`src/rtl/irq_seq_pkg.sv`:
```
package irq_seq_pkg;
  typedef enum logic [1:0] {
    SEQ_RUN,
    SEQ_STACK,
    SEQ_FETCH,
    SEQ_UNSTACK
  } seq_state_e;
endpackage

```
`src/rtl/irq_arb.sv`:
```
module irq_arb #(
  parameter int N_IRQ  = 8,
  parameter int PRIO_W = 3,
  localparam int IRQ_W = $clog2(N_IRQ)
) (
  input  logic [N_IRQ-1:0]        pend_i,
  input  logic [N_IRQ*PRIO_W-1:0] prio_i,
  input  logic [PRIO_W-1:0]       thresh_i,
  output logic                    hit_o,
  output logic [IRQ_W-1:0]        id_o,
  output logic [PRIO_W-1:0]       prio_o
);
  logic found;

  // strict compare keeps the lower index on a tie
  always_comb begin
    found  = 1'b0;
    id_o   = '0;
    prio_o = '1;
    for (int i = 0; i < N_IRQ; i++) begin
      if (pend_i[i] && (!found || prio_i[i*PRIO_W +: PRIO_W] < prio_o)) begin
        found  = 1'b1;
        id_o   = IRQ_W'(i);
        prio_o = prio_i[i*PRIO_W +: PRIO_W];
      end
    end
    hit_o = found && (prio_o < thresh_i);
  end
endmodule

```
`src/rtl/irq_prio_stack.sv`:
```
module irq_prio_stack #(
  parameter int PRIO_W    = 3,
  parameter int MAX_DEPTH = 4,
  localparam int DEPTH_W  = $clog2(MAX_DEPTH + 1)
) (
  input  logic               clk_i,
  input  logic               rst_ni,
  input  logic               push_i,
  input  logic               pop_i,
  input  logic               repl_i,
  input  logic [PRIO_W-1:0]  prio_i,
  input  logic [PRIO_W-1:0]  base_i,
  output logic [PRIO_W-1:0]  cur_prio_o,
  output logic [PRIO_W-1:0]  ret_prio_o,
  output logic               full_o,
  output logic [DEPTH_W-1:0] depth_o
);
  logic [PRIO_W-1:0]  mem_q [MAX_DEPTH];
  logic [DEPTH_W-1:0] depth_q;

  always_ff @(posedge clk_i or negedge rst_ni) begin
    if (!rst_ni) begin
      depth_q <= '0;
      for (int i = 0; i < MAX_DEPTH; i++) mem_q[i] <= '0;
    end else begin
      for (int i = 0; i < MAX_DEPTH; i++) begin
        if (push_i && depth_q == DEPTH_W'(i)) mem_q[i] <= prio_i;
        if (repl_i && depth_q == DEPTH_W'(i + 1)) mem_q[i] <= prio_i;
      end
      if (push_i) depth_q <= depth_q + 1'b1;
      else if (pop_i) depth_q <= depth_q - 1'b1;
    end
  end

  // running level and the level a return lands in
  always_comb begin
    cur_prio_o = base_i;
    ret_prio_o = base_i;
    for (int i = 0; i < MAX_DEPTH; i++) begin
      if (depth_q == DEPTH_W'(i + 1)) cur_prio_o = mem_q[i];
      if (depth_q == DEPTH_W'(i + 2)) ret_prio_o = mem_q[i];
    end
  end

  assign full_o  = (depth_q == DEPTH_W'(MAX_DEPTH));
  assign depth_o = depth_q;
endmodule

```
`src/rtl/irq_chain_seq.sv`:
```
module irq_chain_seq
  import irq_seq_pkg::*;
#(
  parameter int N_IRQ       = 8,
  parameter int PRIO_W      = 3,
  parameter int MAX_DEPTH   = 4,
  parameter int ADDR_W      = 32,
  parameter logic [ADDR_W-1:0] VEC_BASE = '0,
  parameter int VEC_OFS     = 'h40,
  parameter int NUM_WORDS   = 8,
  parameter int ENTRY_FETCH = 4,
  parameter int CHAIN_FETCH = 6,
  parameter int RESTORE_CYC = 10
) (
  input  logic                             clk_i,
  input  logic                             rst_ni,
  input  logic [N_IRQ-1:0]                 irq_pend_i,
  input  logic [N_IRQ*PRIO_W-1:0]          irq_prio_i,
  input  logic [PRIO_W-1:0]                base_prio_i,
  input  logic                             pc_load_i,
  input  logic [ADDR_W-5:0]                ret_pc_hi_i,
  output logic                             stk_we_o,
  output logic                             stk_rd_o,
  output logic [$clog2(NUM_WORDS)-1:0]     stk_idx_o,
  output logic                             vec_req_o,
  output logic [ADDR_W-1:0]                vec_addr_o,
  output logic                             hdl_start_o,
  output logic [$clog2(N_IRQ)-1:0]         hdl_irq_o,
  output logic                             fg_resume_o,
  output logic [$clog2(MAX_DEPTH+1)-1:0]   depth_o
);
  localparam int IRQ_W   = $clog2(N_IRQ);
  localparam int IDX_W   = $clog2(NUM_WORDS);
  localparam int DEPTH_W = $clog2(MAX_DEPTH + 1);
  localparam int CNT_W   = $clog2(NUM_WORDS + ENTRY_FETCH + CHAIN_FETCH + RESTORE_CYC);

  seq_state_e         state_q, state_d;
  logic [CNT_W-1:0]   cnt_q, cnt_d, flen_q, flen_d;
  logic [IRQ_W-1:0]   sel_q, sel_d;
  logic               start_q, start_d, resume_q, resume_d;

  logic               arb_hit;
  logic [IRQ_W-1:0]   arb_id;
  logic [PRIO_W-1:0]  arb_prio, thresh, cur_prio, ret_prio;
  logic               push, pop, repl, full, ret_ev;

  assign ret_ev = (state_q == SEQ_RUN) && pc_load_i && (&ret_pc_hi_i) && (depth_o != '0);
  // a return or a restore compares against the context being returned to
  assign thresh = (state_q == SEQ_RUN && !ret_ev) ? cur_prio : ret_prio;

  irq_arb #(.N_IRQ(N_IRQ), .PRIO_W(PRIO_W)) arb_i (
    .pend_i   (irq_pend_i),
    .prio_i   (irq_prio_i),
    .thresh_i (thresh),
    .hit_o    (arb_hit),
    .id_o     (arb_id),
    .prio_o   (arb_prio)
  );

  irq_prio_stack #(.PRIO_W(PRIO_W), .MAX_DEPTH(MAX_DEPTH)) pstk_i (
    .clk_i      (clk_i),
    .rst_ni     (rst_ni),
    .push_i     (push),
    .pop_i      (pop),
    .repl_i     (repl),
    .prio_i     (arb_prio),
    .base_i     (base_prio_i),
    .cur_prio_o (cur_prio),
    .ret_prio_o (ret_prio),
    .full_o     (full),
    .depth_o    (depth_o)
  );

  always_comb begin
    state_d  = state_q;
    cnt_d    = cnt_q;
    flen_d   = flen_q;
    sel_d    = sel_q;
    start_d  = 1'b0;
    resume_d = 1'b0;
    push     = 1'b0;
    pop      = 1'b0;
    repl     = 1'b0;
    unique case (state_q)
      SEQ_RUN: begin
        if (ret_ev) begin
          cnt_d = '0;
          if (arb_hit) begin
            state_d = SEQ_FETCH;
            flen_d  = CNT_W'(CHAIN_FETCH);
            sel_d   = arb_id;
            repl    = 1'b1;
          end else begin
            state_d = SEQ_UNSTACK;
          end
        end else if (arb_hit && !full) begin
          state_d = SEQ_STACK;
          cnt_d   = '0;
          sel_d   = arb_id;
          push    = 1'b1;
        end
      end
      SEQ_STACK: begin
        if (cnt_q == CNT_W'(NUM_WORDS - 1)) begin
          state_d = SEQ_FETCH;
          cnt_d   = '0;
          flen_d  = CNT_W'(ENTRY_FETCH);
        end else begin
          cnt_d = cnt_q + 1'b1;
        end
      end
      SEQ_FETCH: begin
        if (cnt_q == flen_q - 1'b1) begin
          state_d = SEQ_RUN;
          start_d = 1'b1;
        end else begin
          cnt_d = cnt_q + 1'b1;
        end
      end
      SEQ_UNSTACK: begin
        if (arb_hit) begin
          state_d = SEQ_FETCH;
          cnt_d   = '0;
          flen_d  = CNT_W'(CHAIN_FETCH);
          sel_d   = arb_id;
          repl    = 1'b1;
        end else if (cnt_q == CNT_W'(RESTORE_CYC - 1)) begin
          state_d  = SEQ_RUN;
          resume_d = 1'b1;
          pop      = 1'b1;
        end else begin
          cnt_d = cnt_q + 1'b1;
        end
      end
      default: state_d = SEQ_RUN;
    endcase
  end

  always_ff @(posedge clk_i or negedge rst_ni) begin
    if (!rst_ni) begin
      state_q  <= SEQ_RUN;
      cnt_q    <= '0;
      flen_q   <= '0;
      sel_q    <= '0;
      start_q  <= 1'b0;
      resume_q <= 1'b0;
    end else begin
      state_q  <= state_d;
      cnt_q    <= cnt_d;
      flen_q   <= flen_d;
      sel_q    <= sel_d;
      start_q  <= start_d;
      resume_q <= resume_d;
    end
  end

  assign stk_we_o    = (state_q == SEQ_STACK);
  assign stk_rd_o    = (state_q == SEQ_UNSTACK) && (cnt_q < CNT_W'(NUM_WORDS));
  assign stk_idx_o   = (state_q == SEQ_STACK) ? cnt_q[IDX_W-1:0]
                                              : IDX_W'(NUM_WORDS - 1) - cnt_q[IDX_W-1:0];
  assign vec_req_o   = (state_q == SEQ_FETCH) && (cnt_q == '0);
  assign vec_addr_o  = VEC_BASE + ADDR_W'(VEC_OFS) + (ADDR_W'(sel_q) << 2);
  assign hdl_start_o = start_q;
  assign hdl_irq_o   = sel_q;
  assign fg_resume_o = resume_q;
endmodule


```
`config.mk`:
```
export PLATFORM = sky130hd
export DESIGN_NAME = irq_chain_seq
export DESIGN_NICKNAME = d
export VERILOG_FILES = /design/src/rtl/irq_seq_pkg.sv /design/src/rtl/irq_arb.sv /design/src/rtl/irq_prio_stack.sv /design/src/rtl/irq_chain_seq.sv
export SDC_FILE = /design/constraint.sdc
export NUM_CORES = 1
export LEC_CHECK = 0
export BUFFER_PORTS_ARGS = -buffer_cell sky130_fd_sc_hd__buf_4
export CORE_AREA = 2 2 85 87
export DETAILED_ROUTE_END_ITERATION = 8
export DIE_AREA = 0 0 87 89
export GPL_TIMING_DRIVEN = 0
export PLACE_DENSITY = 0.9
export RECOVER_POWER = 50
export SLEW_MARGIN = 20
export SYNTH_ARGS = -nofsm -noshare
export SYNTH_HDL_FRONTEND = slang
export SYNTH_SLANG_ARGS = --single-unit
```
`constraint.sdc`:
```
create_clock -name clk_i -period 4.6 [get_ports clk_i]
set_input_delay 0.69 -clock clk_i [delete_from_list [all_inputs] [get_ports clk_i]]
set_output_delay 0.69 -clock clk_i [all_outputs]
set_load 0.01 [all_outputs]
```
==> summary by stage <==
Setup path
The worst setup path is launched from a primary input. The number of buffer and inverter instances along the worst setup path is 6. The worst-path cell with the longest stage delay is a2111oi_4. The largest single stage delay on the critical path is 440 ps.

The register-to-register setup slack is -260 ps. STA classifies the critical path endpoint as a register. The worst path arrival time is 9070 ps.

By instance count, the cell type seen most on the critical path is ha_4. On the critical path the largest part of the delay comes from compound AO/OA/AOI/OAI gates. The peak fanout along the critical path is 8. The required time reported for the critical path endpoint is 4770 ps.

The worst setup path category is primary input to register.

Timing
Headroom to the max-slew limit came out at -0.124. The final setup slack of the worst path is -4300 ps. At the pin with the least slew margin, the transition time is 1690 ps. Setup violations remaining at the end of the flow were counted as 28. Setup repair after global routing could not meet its margin everywhere.

The count of final hold-check violations is 0. Timing would allow up to 112 MHz. Across the routed clock network, the largest skew measured is 7.14 ps. The max-slew violation count is 30. Dividing the final minimum period by the clock period gives 1.93. The smallest hold slack is 465 ps. For the finished layout, the period the worst path requires is 8900 ps.

Synthesis
For this run, the leading register cell type out of synthesis is dfrtp_1. The netlist uses 81 different library cells. The synthesized flop and latch total is 29. Of all flip-flops after synthesis, the portion carrying an async set or reset was 1.00. Yosys mapped a number of flops with a built-in enable equal to 0. The cell area after synthesis is 3490 µm².

Yosys printed 0 warnings. The number of standard cells after synthesis is 419. For this run, the register share of the synthesized area comes to 0.208. The mean area per synthesized cell is 8.33 µm².

Worst hold path
In this run the worst hold path is classified as register to register.

Floorplan
The width of the die is 87 µm. After floorplanning, the core was sized to cover 6720 µm². The initial core utilization is 0.520. During I/O placement, the number of pins put on the boundary was 112. The initialized floorplan defines 30 standard-cell rows. Measured along the y axis, the die boundary spans 89 µm. The die covers 7740 µm².

Place
Once placement completed, the tool counted placed cells totaling 608. During placement, the flow inserted port buffers numbering 82. The worst slack after detailed placement is -5250 ps. The congestion estimate from routability-driven global placement came to 0.881. The wire-length estimate of the detail-placed layout is 7350 µm.

Clock tree
Counting every sink on the clock net gives 29. The buffer cell driving the clock tree root is clkbuf_8. TritonCTS built the clock tree. The total CTS buffers is 5. The maximum level of the CTS H-tree is 2. Clock-pin slew was measured on the worst setup and hold paths at 60 ps. The clock passes through at most 2 buffers. The clock reaches the later pin of the worst-skew pair after 290 ps.

Cells and area
The number of antenna diodes in the final layout is 0. The filler cells instantiated in the layout total 349. Of the cells placed in the final design, the portion with a size suffix greater than 1 is 0.508. The layout overhead on the synthesized area is 57.6%.

At the end of the flow, the number of nets in the layout was 688. The final design utilization is 0.819. The finished layout holds 680 standard cells, fillers aside. In the layout the commonest cells are buf_4, conb_1, dfrtp_1. The library cell used most frequently in the layout, excluding fill and tap cells, is buf_4.

Global routing
The global router's overall resource usage is 0.279. After global routing the overflow that remains totals 0. The initial antenna violation count was 0. Entering global routing, the biggest net connects 30 pins. The number of global-route vias before repair is 3791. The global-route wire length before repair is 17400 µm.

Power and ir drop
The total power after layout is 3.68 mW. In this run the static leakage power is 2.53 nW. For this design the ratio of total power to cell area is 669 nW/µm². The worst-case vdd ir drop is 0.474 mV.

Run
Max-cap violations in this run came to 1.

Detailed routing
After detailed routing, the number of vias per cell comes to 6.44. Wires add up to 14200 µm. The post-detailed-route count of antenna-violating nets is 0. Detailed routing inserted a total of 4379 vias. The first detailed-routing pass took 7 iterations. The average wire per standard cell is 20.8 µm. The violation count after the first detailed-route iteration is 438. The number of remaining DRC errors is 0.

Status
The checks that failed: capacitance limit, slew limit, setup timing. The run finished, with violations left.
[metal layers]
| metal | vias to the layer above | routed length (µm) | part of all wire | GRT usage |
|---|---|---|---|---|
| li1 | 1862 | - | - | - |
| met1 | 1996 | 4970 | 0.35 | 0.323 |
| met2 | 396 | 6750 | 0.48 | 0.498 |
| met3 | 125 | 1430 | 0.10 | 0.0572 |
| met4 | 0 | 1000 | 0.071 | 0.124 |
| met5 | - | 0 | 0 | 0 |
[worst min-delay path, cell delays in order (launching register included)]
cell	delay, ps
dfrtp_1	320
inv_1	50
nand2_1	60
[kinds of logic after synthesis]
| group | Yosys count | share of synthesized area |
|---|---|---|
| adder cells (fa/ha/maj) | 27 | 0.0946 |
| multiplexers | 31 | 0.0971 |
| AO/OA/AOI/OAI | 122 | 0.268 |
| other | 2 | 0.00215 |
| AND/OR/NAND/NOR | 131 | 0.204 |
| XOR/XNOR | 6 | 0.0150 |
| buffers and inverters | 71 | 0.111 |
| flip-flops | 29 | 0.208 |
[path summary, 6_finish.rpt]
check,cells after the start,end,start
worst max-delay path,46,cnt_q[2],irq_pend_i[0]
worst min-delay path,2,flen_q[2],flen_q[2]
worst max register to register,18,cnt_q[2],pstk_i.depth_o[1]
worst min register to register,2,flen_q[2],flen_q[2]
max in group asynchronous,1,pstk_i.depth_o[0],rst_ni
min in group asynchronous,1,pstk_i.depth_o[1],rst_ni
[through the flow]
stage | setup TNS [ps] | area, µm²
after floorplan | -107510 | 3720
after global placement | -134280 | 4440
after detailed placement | -141480 | 4440
after CTS | -110700 | 5110
after global routing | -121460 | 5500
final | -116510 | 5500
[sequential cells by signal (all words and copies together) (netlist names)]
signal,cells
pstk_i.mem_q,12
flen_q,2
pstk_i.depth_o,3
hdl_irq_o,3
fg_resume_o,1
state_q,2
cnt_q,5
hdl_start_o,1
[power breakdown]
part	switching, mW	total [mW]	internal [mW]
Combinational	1.51	3.03	1.52
Clock	0.0996	0.207	0.107
Sequential	0.0988	0.450	0.351
[Yosys cell counts, types with 4 or more instances]
cell type,count,area share
a21oi_1,27,0.039
a22oi_1,6,0.013
a31oi_1,5,0.0090
and2_1,4,0.0072
and3_1,4,0.0072
buf_4,32,0.069
clkbuf_1,6,0.0064
dfrtp_1,29,0.21
ha_1,23,0.082
inv_1,31,0.033
mux2_2,19,0.061
mux2i_1,10,0.029
nand2_1,29,0.031
nand2b_1,5,0.0090
nand3_1,10,0.014
nand4_1,11,0.020
nor2_1,24,0.026
nor2b_1,8,0.014
nor3_1,8,0.011
o211ai_1,8,0.017
o21ai_0,27,0.039
o22ai_1,6,0.011
or3_1,6,0.011
xnor2_1,4,0.010
[final cells by class]
class | instances | area (µm²) | share of cell area
inverters | 31 | 120 | 0.0218
repair buffers | 148 | 1170 | 0.213
flip-flops and latches | 29 | 726 | 0.132
well taps | 80 | 100 | 0.0182
plain buffers | 38 | 263 | 0.0477
multi-input cells | 346 | 3040 | 0.553
clock buffers | 8 | 80.1 | 0.0145
[timing repair]
item / in CTS / in global routing
endpoints found under the setup margin: 28 / 28
resized for setup: 61 / 47
setup buffers: 43 / 24
hold buffers: 0 / 0
pin swaps: 40 / 45
Power figures use the tool's default switching activity.
